<file path="src/rtl/irq_pkg.sv">
package irq_pkg;
    typedef enum logic {
        ST_IDLE = 1'b0,
        ST_REQ  = 1'b1
    } irq_st_e;

    typedef enum logic [1:0] {
        EDGE_OFF  = 2'b00,
        EDGE_RISE = 2'b01,
        EDGE_FALL = 2'b10,
        EDGE_BOTH = 2'b11
    } edge_e;

    localparam int N_SRC    = 3;
    localparam int IDX_W    = 2;
    // control byte bit positions (software-visible layout)
    localparam int B_EMI    = 0;
    localparam int B_EN0    = 1;   // enables at 1..3 in priority order
    localparam int B_FLAG0  = 4;   // flags at 4..6 in priority order
    localparam int REG_W    = 7;
endpackage

</file>
<file path="src/rtl/irq_edge_det.sv">
module irq_edge_det
    import irq_pkg::*;
#(
    parameter int SYNC_STAGES = 2
) (
    input  logic       clk,
    input  logic       rst_n,
    input  logic       pin,
    input  logic       pin_is_in,
    input  logic [1:0] mode,
    output logic       hit
);
    localparam int PIPE_W = SYNC_STAGES + 1;

    logic [PIPE_W-1:0] pipe_q;
    logic cur, prev;

    always_ff @(posedge clk or negedge rst_n) begin
        if (!rst_n) pipe_q <= '0;
        else        pipe_q <= {pipe_q[PIPE_W-2:0], pin};
    end

    assign cur  = pipe_q[SYNC_STAGES-1];
    assign prev = pipe_q[SYNC_STAGES];

    always_comb begin
        hit = 1'b0;
        unique case (edge_e'(mode))
            EDGE_OFF:  hit = 1'b0;
            EDGE_RISE: hit = cur & ~prev;
            EDGE_FALL: hit = ~cur & prev;
            EDGE_BOTH: hit = cur ^ prev;
        endcase
        hit = hit & pin_is_in;
    end
endmodule

</file>
<file path="src/rtl/irq_ctl_reg.sv">
module irq_ctl_reg
    import irq_pkg::*;
(
    input  logic             clk,
    input  logic             rst_n,
    input  logic             wr,
    input  logic [7:0]       wdata,
    input  logic             edge_wr,
    input  logic [1:0]       edge_wdata,
    input  logic [N_SRC-1:0] set_ev,
    input  logic             srv,
    input  logic [IDX_W-1:0] srv_idx,
    input  logic             reti,
    output logic [7:0]       rd,
    output logic [1:0]       edge_mode,
    output logic             emi,
    output logic [N_SRC-1:0] en,
    output logic [N_SRC-1:0] flags
);
    logic [REG_W-1:0] reg_q, reg_d;
    logic [1:0]       edge_q;
    logic             unused_wr_hi;

    assign unused_wr_hi = wdata[7];

    always_comb begin
        reg_d = reg_q;
        if (wr) reg_d = wdata[REG_W-1:0];
        if (reti) reg_d[B_EMI] = 1'b1;
        if (srv) begin
            reg_d[B_EMI] = 1'b0;
            reg_d[B_FLAG0 + int'(srv_idx)] = 1'b0;
        end
        for (int i = 0; i < N_SRC; i++)
            if (set_ev[i]) reg_d[B_FLAG0 + i] = 1'b1;
    end

    always_ff @(posedge clk or negedge rst_n) begin
        if (!rst_n) begin
            reg_q  <= '0;
            edge_q <= EDGE_OFF;
        end else begin
            reg_q <= reg_d;
            if (edge_wr) edge_q <= edge_wdata;
        end
    end

    assign rd        = {1'b0, reg_q};
    assign edge_mode = edge_q;
    assign emi       = reg_q[B_EMI];
    assign en        = reg_q[B_EN0 +: N_SRC];
    assign flags     = reg_q[B_FLAG0 +: N_SRC];
endmodule

</file>
<file path="src/rtl/irq_arb.sv">
module irq_arb
    import irq_pkg::*;
#(
    parameter int VEC_W    = 8,
    parameter int VEC_BASE = 4,
    parameter int VEC_STEP = 4
) (
    input  logic [N_SRC-1:0] pend,
    output logic             any,
    output logic [IDX_W-1:0] idx,
    output logic [VEC_W-1:0] vec
);
    always_comb begin
        idx = '0;
        for (int i = N_SRC - 1; i >= 0; i--)
            if (pend[i]) idx = IDX_W'(i);
        any = |pend;
        vec = VEC_W'(VEC_BASE + VEC_STEP * int'(idx));
    end
endmodule

</file>
<file path="src/rtl/irq_vec_ctrl.sv">
module irq_vec_ctrl
    import irq_pkg::*;
#(
    parameter int SYNC_STAGES = 2,
    parameter int VEC_W       = 8,
    parameter int VEC_BASE    = 4,
    parameter int VEC_STEP    = 4
) (
    input  logic             clk,
    input  logic             rst_n,
    input  logic             ext_pin,
    input  logic             ext_is_input,
    input  logic             tmr_evt,
    input  logic             tb_evt,
    input  logic             stack_full,
    input  logic             ctl_wr,
    input  logic [7:0]       ctl_wdata,
    output logic [7:0]       ctl_rd,
    input  logic             edge_wr,
    input  logic [1:0]       edge_wdata,
    output logic [1:0]       edge_rd,
    output logic             irq_req,
    output logic [VEC_W-1:0] irq_vec,
    input  logic             irq_ack,
    input  logic             reti
);
    irq_st_e          st_q, st_d;
    logic             ext_hit, emi, take, serve, arb_any;
    logic [N_SRC-1:0] en, flags, pend;
    logic [IDX_W-1:0] arb_idx, src_q;
    logic [VEC_W-1:0] arb_vec, vec_q;

    irq_edge_det #(.SYNC_STAGES(SYNC_STAGES)) u_edge (
        .clk(clk), .rst_n(rst_n), .pin(ext_pin), .pin_is_in(ext_is_input),
        .mode(edge_rd), .hit(ext_hit)
    );

    irq_ctl_reg u_reg (
        .clk(clk), .rst_n(rst_n), .wr(ctl_wr), .wdata(ctl_wdata),
        .edge_wr(edge_wr), .edge_wdata(edge_wdata),
        .set_ev({tb_evt, tmr_evt, ext_hit}),
        .srv(serve), .srv_idx(src_q), .reti(reti),
        .rd(ctl_rd), .edge_mode(edge_rd), .emi(emi), .en(en), .flags(flags)
    );

    assign pend = en & flags;

    irq_arb #(.VEC_W(VEC_W), .VEC_BASE(VEC_BASE), .VEC_STEP(VEC_STEP)) u_arb (
        .pend(pend), .any(arb_any), .idx(arb_idx), .vec(arb_vec)
    );

    assign take = emi & arb_any & ~stack_full;

    // next-state process
    always_comb begin
        st_d  = st_q;
        serve = 1'b0;
        unique case (st_q)
            ST_IDLE: if (take) st_d = ST_REQ;
            ST_REQ: if (irq_ack) begin
                st_d  = ST_IDLE;
                serve = 1'b1;
            end
        endcase
    end

    // state register, with source and vector latched on take
    always_ff @(posedge clk or negedge rst_n) begin
        if (!rst_n) begin
            st_q  <= ST_IDLE;
            src_q <= '0;
            vec_q <= '0;
        end else begin
            st_q <= st_d;
            if (st_q == ST_IDLE && take) begin
                src_q <= arb_idx;
                vec_q <= arb_vec;
            end
        end
    end

    // output process
    always_comb begin
        irq_req = (st_q == ST_REQ);
        irq_vec = vec_q;
    end
endmodule

</file>
<file path="config.mk">
export PLATFORM = sky130hd
export DESIGN_NAME = irq_vec_ctrl
export DESIGN_NICKNAME = d
export VERILOG_FILES = /design/src/rtl/irq_pkg.sv /design/src/rtl/irq_edge_det.sv /design/src/rtl/irq_ctl_reg.sv /design/src/rtl/irq_arb.sv /design/src/rtl/irq_vec_ctrl.sv
export SDC_FILE = /design/constraint.sdc
export NUM_CORES = 1
export LEC_CHECK = 0
export ABC_AREA = 0
export ABC_CLOCK_PERIOD_IN_PS = 3900
export BUFFER_PORTS_ARGS = -buffer_cell sky130_fd_sc_hd__buf_2
export CAP_MARGIN = 20
export CORE_MARGIN = 4
export CORE_UTILIZATION = 35
export CTS_CLUSTER_DIAMETER = 120
export CTS_CLUSTER_SIZE = 40
export DETAILED_ROUTE_END_ITERATION = 8
export PLACE_DENSITY_LB_ADDON = 0.05
export SLEW_MARGIN = 0
export SYNTH_ARGS = -nofsm -noshare
export SYNTH_HDL_FRONTEND = slang
export SYNTH_SLANG_ARGS = --single-unit
</file>
<file path="constraint.sdc">
create_clock -name clk -period 3.9 [get_ports clk]
set_input_delay 0.78 -clock clk [delete_from_list [all_inputs] [get_ports clk]]
set_output_delay 0.78 -clock clk [all_outputs]
set_load 0.03 [all_outputs]
</file>
Word-level counts from Yosys, hierarchy flattened
Index checks and enable logic that the tools add are counted.
{ "totals": {"regBits": 23, "input_bits": 21, "output_inout_bits": 19, "word_cells": 49} }
{ "classes": {"n_addsub": 2, "n_lt_le_gt_ge": 2, "n_eq_ne": 3, "mux": 17, "bitwise": 13, "reduce_logical": 5} }
{ "ops": {"columns": ["op", "n"], "rows": [
  ["greater-or-equal comparator 32 x 1 -> 1 bit, second input constant", 1],
  ["< comparator 32 x 5 -> 1 bit, second input constant", 1],
  ["2-to-1 mux 7 bit", 2],
  ["2-to-1 mux 1 bit", 9],
  ["AND 7 bit", 1],
  ["inverter 7 bit", 1],
  ["2-to-1 mux 2 bit", 3],
  ["adder 3 x 4 -> 5 bit, first input constant", 1],
  ["AND 1 bit", 5],
  ["adder 3 x 2 -> 4 bit, first input constant", 1],
  ["equality test 2 bit, second input constant", 2],
  ["inverter 1 bit", 4],
  ["case mux 1 bit (4 select lines)", 1],
  ["AND 3 bit", 1],
  ["demux 1 bit (select 3 bit)", 1],
  ["nonzero test 3 bit", 1],
  ["OR reduction 3 bit", 1],
  ["equality test 2 x 1 -> 1 bit, second input constant", 1],
  ["logical AND 1 bit", 2],
  ["zero test 2 bit", 1],
  ["case mux 1 bit (2 select lines)", 1],
  ["XOR 1 bit", 1]
]} }

Longest topological paths before layout
Gate-level depths: netlist (run 1).
{ "depth": {"ltp_word": 9, "ltp_mapped": 5, "mapped_depth_nobuf": 5} }

Hierarchy
Synthesis (run 1) repeated with hierarchy kept, for this count alone.
{ "unflattened": {"hier_cells": 88, "area_unflattened_um2": 1129.8} }
{ "by_module_without_submodules": {"columns": ["mod", "n_inst", "cells_each", "area_each_um2", "seq_area_each_um2"], "rows": [
  ["irq_ctl_reg", 1, 36, 460.4, 225.2],
  ["irq_vec_ctrl", 1, 29, 450.4, 275.3],
  ["irq_edge_det", 1, 12, 137.6, 75.1],
  ["irq_arb", 1, 11, 81.3, 0.0]
]} }

Least setup slack after synthesis (run 1)
OpenSTA, ideal clock, no wires.
{ "synth_timing": {"path_kind": "input to register", "start": "in stack_full", "end": "reg vec_q[3], in the netlist irq_vec[3]", "setup_ns": 0.125, "arrival_ns": 1.562, "t_required_ns": 3.775, "path_slack_ns": 2.213, "path_stages": 3, "path_buffers": 0, "cell_sequence": "nor3b_4 > a21boi_4 > mux2_4"} }
{ "synth_between": {"elab_chain_len": 3} }
{ "synth_lines": {"columns": ["item", "line_no", "text"], "rows": [
  ["from (decl)", "irq_vec_ctrl.sv:15", "input logic stack_full,"],
  ["inverter 1 bit", "irq_vec_ctrl.sv:52", "assign take = emi & arb_any & ~stack_full;"],
  ["AND 1 bit", "irq_vec_ctrl.sv:52", null],
  ["logical AND 1 bit", "irq_vec_ctrl.sv:75", "if (st_q == ST_IDLE && take) begin"],
  ["to (signal assigned)", "irq_vec_ctrl.sv:77", "vec_q <= arb_vec;"],
  ["to (decl)", "irq_vec_ctrl.sv:31", "logic [VEC_W-1:0] arb_vec, vec_q;"]
]} }
No other way between the ends.
A chain may end at the register's enable or synchronous reset.

Final worst setup path (run 1)
{ "layout_timing": {"start": "reg st_q, in the netlist irq_req", "end": "out irq_req"} }
{ "layout_rtl": {"columns": ["item", "line_no", "text"], "rows": [
  ["from (decl)", "irq_vec_ctrl.sv:27", "irq_st_e st_q, st_d;"],
  ["from (signal assigned)", "irq_vec_ctrl.sv:74", "st_q <= st_d;"],
  ["to (decl)", "irq_vec_ctrl.sv:22", "output logic irq_req,"]
]} }
No word-level cell between the ends.

==> impl_metrics.tcl, run 1 <==
set metrics [dict create \
    p_per_area_mw_per_mm2 503 \
    fin_area_mm2 0.00106 \
    synth-edff-count 0 \
    syn_area_per_cell_um2 12.1 \
    post-route-period-util_pct 45.0 \
    first_pass_iters 4 \
    cp_top_family "flip-flops" \
    cts_buffers 3 \
    r2r-end "irq_vec[3]$_DFFE_PN0P_" \
    postSynth.asyncResetShare_pct 100 \
    rows 17 \
    drt-wirelength-per-cell_um 12.9 \
    synth_seq_cells 18 \
    post_route_cells_drive_above_1_share_pct 44.8 \
    initialDrtViolationCount 9 \
    crit_path_start "irq_req$_DFF_PN0_" \
    area_growth_pct 20.3 \
    max-clock-path-buffers 2 \
    path_class "flip-flop to output pin" \
    holdBufCountCts 0 \
    nets 131 \
    cts_resized 0 \
    grt_max_degree 19 \
    die_h_um 58.2 \
    vias 650 \
    die_w_um 58.2 \
    cp-endpoint "irq_req" \
    cp_slowest_stage_delay_ns 0.46 \
    synth_top_area_share_pct 51.1 \
    min_path_type "flip-flop to flip-flop" \
    ios 40 \
    synth_common_cells "dfrtp_1, mux2_2, buf_4" \
    grtUsageTotal_pct 12.0 \
    worst_slack_ns 2.15 \
    min_period_ns 1.75 \
    grt_pass1_wl_mm 3.04 \
    fin_worst_skew_ns 0.00618 \
    gp_congestion 0.669 \
    p_leak_nw 0.539 \
    ys_seq_area_share_pct 51.1 \
    setup_tns_ns 0 \
    antenna_found_initial 0 \
    synthCells 73 \
    rrSetupSlack_ns 2.45 \
    timing.fmax_mhz 570 \
    hold_path.startpoint "u_edge.pipe_q[0]$_DFF_PN0_" \
    htree_levels 1 \
    pre_cts_slack_ns 1.99 \
    remaining_drc_errors 0 \
    rsz0062_at_grt "no" \
    worst-path-buf-inv 1 \
    antenna_cells 0 \
    drv_cap 0 \
    gr-usage-met3_pct 4.01 \
    final-hold-violation-count 0 \
    hpwl_mm 1.40 \
    final_max_slew_viol_count 0 \
    cts_setup_buffers 0 \
    end_kind "output pin" \
    syn_area_um2 881 \
    rr_worst_depth 3 \
    crit_arrival_ns 0.97 \
    synth_cell_types 25 \
    filler_cell_count 239 \
    critical_path_cell_count 1 \
    crit_chain "buf_2" \
    status "complete, no violations" \
    synth_area_leaders "dfrtp_1, mux2_2, buf_4" \
    hold_ws_ns 0.355 \
    synth_top_area_cell "dfrtp_1" \
    io_buffers 32 \
    cp.required_ns 3.12 \
    grtUsageMet1_pct 15.0 \
    routed_wl_mm 1.72 \
    core_area_mm2 0.00230 \
    setup_violations 0 \
    clock_tree.root_cell "clkbuf_4" \
    cts_tree "built" \
    critical-path-slowest-cell "dfrtp_1" \
    clk_latency_ns 0.28 \
    synth.most_common_cell "dfrtp_1" \
    clkTransAtPathRegs_ns 0.09 \
    clock-sinks 18 \
    met2_usage_pct 18.5 \
    initial_utilization_pct 38.3 \
    grt-ovfl-total 0 \
    ant_nets 0 \
    vdd_ir_drop_max_mv 0.192 \
    top_usage_layer "met2" \
    grt_pass1_vias 653 \
    reg2reg_from "irq_req$_DFF_PN0_" \
    synth_ff_type "dfrtp_1" \
    start_kind "flip-flop" \
    die_area_mm2 0.00338 \
    yosysWarnings 0 \
    viasPerCell 4.89 \
    path_max_fanout 5 \
    placed_cell_area_mm2 0.00104 \
]
-- power by group --
| group | total [mW] | leakage (nW) | switching [mW] | internal (mW) |
|---|---|---|---|---|
| sequential | 0.258 | 0.209 | 0.0334 | 0.225 |
| combinational | 0.187 | 0.316 | 0.114 | 0.0733 |
| clock | 0.0877 | 0.0138 | 0.0519 | 0.0358 |
| total | 0.533 | 0.539 | 0.199 | 0.334 |
-- worst min-delay path by stage --
stage	depth (start not counted)	to	slack [ns]
final	0	u_edge.pipe_q[1]$_DFF_PN0_	0.35
after global routing	0	u_edge.pipe_q[1]$_DFF_PN0_	0.37
after CTS	0	u_edge.pipe_q[1]$_DFF_PN0_	0.36
after detailed placement	0	u_edge.pipe_q[1]$_DFF_PN0_	0.34
after global placement	0	u_edge.pipe_q[1]$_DFF_PN0_	0.33
after floorplan	0	u_edge.pipe_q[1]$_DFF_PN0_	0.33
-- cells by family after synthesis --
family / Yosys count / share of synthesized area (%)
simple gates: 14 / 9.52
compound gates: 13 / 11.2
flops: 18 / 51.1
fa+ha+maj: 3 / 4.26
other cells: 1 / 0.426
buf+inv: 13 / 8.66
mux: 11 / 14.8
-- routing by layer --
metal	vias to the layer above	wire, um
li1	309	-
met4	0	17
met5	-	0
met3	2	180
met1	309	768
met2	30	753
-- stage by stage --
stage          utilization [%]  std cells  power [mW]
6_report                  46.1        133       0.533
5_1_grt                   46.1        133       0.585
4_1_cts                   46.1        133       0.543
3_5_place_dp              45.2        130       0.452
3_3_place_gp              45.2        130       0.448
2_1_floorplan                -         78       0.400
-- layout make-up --
type / instances / area, um^2 / area share (%)
flip-flops and latches: 18 / 450 / 42.5
multi-input cells: 47 / 373 / 35.2
repair buffers: 32 / 160 / 15.1
well taps: 28 / 35.0 / 3.31
clock buffers: 3 / 22.5 / 2.13
inverters: 5 / 18.8 / 1.77
-- placed cells by master (no fill, tap or decap) --
cell type / count
nor2_1: 1
dfrtp_1: 18
o21ai_1: 1
a31oi_1: 1
nor3_1: 1
a22oi_1: 1
buf_2: 32
a21boi_4: 1
a21oi_1: 3
ha_1: 3
o21a_1: 2
clkbuf_4: 3
nor3b_4: 1
nand2b_1: 2
and3_1: 1
mux2i_1: 1
a21o_1: 3
inv_1: 5
or3_1: 1
nand2_1: 5
nand4_1: 2
mux2_4: 2
o32ai_1: 1
mux2_2: 8
conb_1: 6
-- sequential cells by signal (all words and copies together), names as in the netlist --
signal	cells
u_reg.reg_q	7
u_reg.edge_mode	2
irq_vec	3
src_q	2
u_edge.pipe_q	3
irq_req	1
(Power assumes the default switching activity.)
==> run 2: changes to the inputs <==
--- a/config.mk
+++ b/config.mk
@@ -5,8 +5,8 @@
 export SDC_FILE = /design/constraint.sdc
 export NUM_CORES = 1
 export LEC_CHECK = 0
-export ABC_AREA = 0
-export ABC_CLOCK_PERIOD_IN_PS = 3900
+export ABC_AREA = 1
+export ABC_CLOCK_PERIOD_IN_PS = 1600
 export BUFFER_PORTS_ARGS = -buffer_cell sky130_fd_sc_hd__buf_2
 export CAP_MARGIN = 20
 export CORE_MARGIN = 4
==> constraint.sdc (replaced) <==
create_clock -name clk -period 1.6 [get_ports clk]
set_input_delay 0.32 -clock clk [delete_from_list [all_inputs] [get_ports clk]]
set_output_delay 0.32 -clock clk [all_outputs]
set_load 0.03 [all_outputs]
==> run 2 against run 1 <==
  * Clock skew up 0.0022 ns
  * Via count rose by 8.6%
  * Combinational power increased by 120%
  * Register-to-register slack got worse by 2.0 ns
  * Sequential cell count did not move
  * Cell count grew 24%
  * Hold slack lost 0.22 ns
  * Critical endpoint unchanged
  * Sequential power is 130% higher
  * Synthesized area is 1.8% higher
==> impl_metrics.tcl, run 2 <==
set metrics [dict create \
    p_int_mw 0.751 \
    post_route_cells_drive_above_1_share_pct 31.1 \
    final_common_cell "nand2_1" \
    post-route-period-util_pct 83.7 \
    die_area_mm2 0.00344 \
    clk_latency_ns 0.29 \
    area_growth_pct 20.6 \
    cts_setup_buffers 0 \
    synth_top_area_cell "dfrtp_1" \
    max-clock-path-buffers 2 \
    worst-path-buf-inv 1 \
    synth_top_family_by_area "simple AND/OR/NAND/NOR gates" \
    p_clk_share_pct 18.0 \
    mostFrequentLayoutCells "nand2_1, buf_2, dfrtp_1" \
    final_max_slew_viol_count 0 \
    synthMuxAreaShare_pct 1.26 \
    timing.fmax_mhz 746 \
    viasPerCell 4.28 \
    grtUsageTotal_pct 12.5 \
    synth-compound-area-share_pct 5.58 \
    sw_frac_of_total_pct 39.1 \
    final-hold-violation-count 0 \
    drt-wirelength-per-cell_um 11.2 \
    postLayoutCoreUtil_pct 44.1 \
    totalPowerFinal_mw 1.23 \
    htree_levels 1 \
    path_class "flip-flop to output pin" \
    power_frac_comb_pct 33.1 \
    crit_chain "buf_2" \
    setup_tns_ns 0 \
    p_leak_nw 0.624 \
    cp_slowest_stage_delay_ns 0.49 \
    synth-simple-area-share_pct 26.9 \
    synth_top_area_share_pct 50.2 \
    remaining_drc_errors 0 \
    clkTransAtPathRegs_ns 0.09 \
    worst_slack_ns 0.260 \
    ios 40 \
    multi_input_area_um2 363 \
    setup_violations 0 \
    final_cells 165 \
    grt_pass1_wl_mm 3.24 \
    synth_xor_xnor_area_share_pct 0 \
    sequentialPowerShare_pct 48.9 \
    antenna_cells 0 \
    largest_reg_flops 7 \
    clock-sinks 18 \
    top_register "u_reg.reg_q" \
    synth_area_leaders "dfrtp_1, nand2_1, buf_4" \
    grt-ovfl-total 0 \
    min_period_ns 1.34 \
    fin_worst_skew_ns 0.00837 \
    synthCells 102 \
    path_max_fanout 6 \
    antenna_found_initial 0 \
    cp.required_ns 1.28 \
    end_kind "output pin" \
    rsz0062_at_grt "no" \
    ff_latch_area_um2 450 \
    core_area_mm2 0.00245 \
    synth_seq_cells 18 \
    synth-edff-count 0 \
    rows 18 \
    cp_top_family "flip-flops" \
    ys_seq_area_share_pct 50.2 \
    fin_area_mm2 0.00108 \
    ant_nets 0 \
    clock_tree.root_cell "clkbuf_4" \
    place_inst 161 \
    cts_buffers 3 \
    die_w_um 58.6 \
    yosysWarnings 0 \
    syn_area_um2 897 \
    vdd_ir_drop_max_mv 0.547 \
    critical-path-slowest-cell "dfrtp_1" \
    drv_cap 0 \
    syn_area_per_cell_um2 8.80 \
    grt_max_degree 19 \
    p_per_area_mw_per_mm2 1140 \
    min_path_type "input port to flip-flop" \
    hpwl_mm 1.47 \
    status "complete, no violations" \
    grt_pass1_vias 716 \
    synth_common_cells "nand2_1, dfrtp_1, inv_1" \
    die_h_um 58.6 \
    switchingPower_mw 0.482 \
    start_kind "flip-flop" \
    routed_wl_mm 1.84 \
    io_buffers 32 \
    first_pass_iters 4 \
    gp_congestion 0.718 \
    pre_cts_slack_ns 0.415 \
    crit_arrival_ns 1.02 \
    postSynth.asyncResetShare_pct 100 \
    hold_ws_ns 0.136 \
    initial_utilization_pct 36.5 \
    vias 706 \
    rrSetupSlack_ns 0.41 \
    initialDrtViolationCount 19 \
    yosys.area_share.adder_pct 4.18 \
    cts_tree "built" \
    synth_cell_types 22 \
    synth_ff_type "dfrtp_1" \
    filler_cell_count 260 \
    synth.most_common_cell "nand2_1" \
    nets 161 \
    placed_cell_area_mm2 0.00105 \
]
-- run 2: timing repair --
| action | 4_1_cts | 5_1_grt |
|---|---|---|
| hold endpoints to repair | 18 | 0 |
| hold buffers | 1 | 0 |
| resized for setup | 0 | 0 |
-- run 2: path summary, 6_finish.rpt --
kind                                            start                         end  cells past startpoint
max                                 irq_req$_DFF_PN0_                     irq_req                      1
max in group asynchronous                       rst_n  u_edge.pipe_q[2]$_DFF_PN0_                      2
min                                           ext_pin  u_edge.pipe_q[0]$_DFF_PN0_                      1
min reg2reg                u_edge.pipe_q[0]$_DFF_PN0_  u_edge.pipe_q[1]$_DFF_PN0_                      0
min in group asynchronous                       rst_n        src_q[0]$_DFFE_PN0P_                      2
max reg2reg                u_reg.reg_q[1]$_DFFE_PN0P_      irq_vec[3]$_DFFE_PN0P_                      6
-- run 2: routing by layer --
| metal | vias up | part of all wire [%] | global-route usage (%) |
|---|---|---|---|
| li1 | 374 | - | - |
| met1 | 308 | 46 | 16.6 |
| met2 | 22 | 44 | 18.8 |
| met3 | 2 | 8.5 | 3.07 |
| met4 | 0 | 0.81 | 6.80 |
| met5 | - | 0 | 0 |
-- run 2: logic make-up (layout without fill, tap and decap cells) --
logic type	after synthesis	in the layout
flops	18	18
other cells	1	6
simple gates	54	54
fa+ha+maj	3	3
buf+inv	17	45
compound gates	8	8
mux	1	1
-- run 2: layout make-up --
class	count	share of cell area, %
sequential	18	41.6
inverter	9	3.58
timing repair buffer	33	15.7
multi-input combinational	72	33.5
clock buffer	3	2.08
tap	30	3.47
-- run 2: power by group through the flow --
stage / clock, mW / combinational (mW) / sequential, mW
2_1_floorplan: 0 / 0.198 / 0.712
3_3_place_gp: 0 / 0.410 / 0.608
3_5_place_dp: 0 / 0.413 / 0.611
4_1_cts: 0.233 / 0.416 / 0.603
5_1_grt: 0.253 / 0.459 / 0.618
6_report: 0.222 / 0.409 / 0.602
==> run 3: changes to the inputs <==
--- a/config.mk
+++ b/config.mk
@@ -5,8 +5,8 @@
 export SDC_FILE = /design/constraint.sdc
 export NUM_CORES = 1
 export LEC_CHECK = 0
-export ABC_AREA = 1
-export ABC_CLOCK_PERIOD_IN_PS = 1600
+export ABC_AREA = 0
+export ABC_CLOCK_PERIOD_IN_PS = 1120
 export BUFFER_PORTS_ARGS = -buffer_cell sky130_fd_sc_hd__buf_2
 export CAP_MARGIN = 20
 export CORE_MARGIN = 4
==> constraint.sdc (replaced) <==
create_clock -name clk -period 1.12 [get_ports clk]
set_input_delay 0.224 -clock clk [delete_from_list [all_inputs] [get_ports clk]]
set_output_delay 0.224 -clock clk [all_outputs]
set_load 0.03 [all_outputs]
==> run 3 against run 2 <==
  * The flow now finishes with violations (negative setup slack)
  * Cell area grew 34%
  * Setup slack lost 0.47 ns
  * Power grew 93%
  * Die area shrank 1.6%
  * Critical path depth grew 2
  * Largest cell class is now buffers
  * Highest routed layer unchanged
==> impl_metrics.tcl, run 3 (synthesis results as in run 1) <==
set metrics [dict create \
    antenna_cells 0 \
    worst_slack_ns -0.207 \
    die_area_mm2 0.00338 \
    path_max_fanout 3 \
    pre_cts_slack_ns -0.192 \
    drt-wirelength-per-cell_um 13.4 \
    core_area_mm2 0.00230 \
    remaining_drc_errors 0 \
    cp_top_family "flip-flops" \
    viasPerCell 4.70 \
    grt-ovfl-total 0 \
    hold_ws_ns 0.0176 \
    cts_buffers 3 \
    filler_cell_count 194 \
    die_w_um 58.2 \
    largest_reg_flops 7 \
    final_max_slew_viol_count 0 \
    critical-path-slowest-cell "dfrtp_2" \
    drv_cap 0 \
    p_leak_nw 0.719 \
    timing.fmax_mhz 754 \
    rsz0062_at_grt "yes" \
    gp_congestion 0.658 \
    fin_worst_skew_ns 0.00322 \
    final_cells 160 \
    worst-path-buf-inv 0 \
    cp_slowest_stage_delay_ns 0.44 \
    end_kind "flip-flop" \
    vias 752 \
    clock-sinks 18 \
    routed_wl_mm 2.15 \
    min_path_type "input port to flip-flop" \
    rows 17 \
    final_common_cell "buf_6" \
    grt_pass1_wl_mm 3.35 \
    die_h_um 58.2 \
    ant_nets 0 \
    vdd_ir_drop_max_mv 1.01 \
    crit_chain "nor3b_4 -> a21boi_4 -> mux2_4" \
    post_route_cells_drive_above_1_share_pct 67.4 \
    setup_violations 16 \
    crit_arrival_ns 1.52 \
    ios 40 \
    area_growth_pct 65.1 \
    place_inst 143 \
    path_class "flip-flop to flip-flop" \
    grt_pass1_vias 781 \
    first_pass_iters 4 \
    initial_utilization_pct 38.3 \
    clock_tree.root_cell "clkbuf_4" \
    antenna_found_initial 0 \
    totalPowerFinal_mw 2.38 \
    rrSetupSlack_ns -0.21 \
    violations "negative setup slack" \
    clkTransAtPathRegs_ns 0.10 \
    min_period_ns 1.33 \
    cp.required_ns 1.32 \
    clk_latency_ns 0.30 \
    grtUsageTotal_pct 13.0 \
    max-clock-path-buffers 2 \
    htree_levels 1 \
    mostFrequentLayoutCells "buf_6, buf_2, buf_4" \
    top_register "u_reg.reg_q" \
    nets 157 \
    hpwl_mm 1.48 \
    start_kind "flip-flop" \
    cts_tree "built" \
    grt_max_degree 19 \
    status "finished with violations" \
    final-hold-violation-count 0 \
    post-route-period-util_pct 118 \
    io_buffers 32 \
    placed_cell_area_mm2 0.00114 \
    initialDrtViolationCount 9 \
    p_per_area_mw_per_mm2 1640 \
    fin_area_mm2 0.00145 \
]
## run 3: routing by layer
metal	share of wire, %	track usage, %
met1	41	16.0
met2	49	21.1
met3	8.7	4.90
met4	1.3	3.97
met5	0	0
## run 3: final timing paths
check,from,cells past startpoint,endpoint
max,irq_req$_DFF_PN0_,3,irq_vec[4]$_DFFE_PN0P_
min,ext_pin,1,u_edge.pipe_q[0]$_DFF_PN0_
max reg2reg,irq_req$_DFF_PN0_,3,irq_vec[4]$_DFFE_PN0P_
min reg2reg,u_edge.pipe_q[0]$_DFF_PN0_,0,u_edge.pipe_q[1]$_DFF_PN0_
max in group asynchronous,rst_n,2,u_reg.reg_q[2]$_DFFE_PN0P_
min in group asynchronous,rst_n,2,u_reg.edge_mode[0]$_DFFE_PN0P_
## run 3: final cells by class
cell class | instances | area (um^2) | area share, %
clock buffer | 4 | 36.3 | 2.50
tap | 28 | 35.0 | 2.41
inverter | 5 | 18.8 | 1.29
sequential | 18 | 454 | 31.2
timing repair buffer | 58 | 465 | 32.0
multi-input combinational | 47 | 444 | 30.6
## run 3: repair_timing
action                                  4_1_cts  5_1_grt
buffers inserted                              9        7
resized for setup                            30       25
hold buffers                                  1        0
endpoints found under the setup margin       17       21
pin swaps                                     4        6
endpoints found under the hold margin        18        0
cloned                                        0        0
## run 3: per-stage QoR
stage	TNS, ns	utilization, %
2_1_floorplan	-0.942	-
3_3_place_gp	-0.799	49.5
3_5_place_dp	-0.929	49.5
4_1_cts	-1.57	58.5
5_1_grt	-2.61	63.3
6_report	-1.78	63.3
## run 3: power by group
| part | switching [mW] | internal, mW | total [mW] |
|---|---|---|---|
| registers | 0.115 | 0.787 | 0.901 |
| clock network | 0.211 | 0.199 | 0.409 |
| logic | 0.506 | 0.567 | 1.07 |
| total | 0.831 | 1.55 | 2.38 |
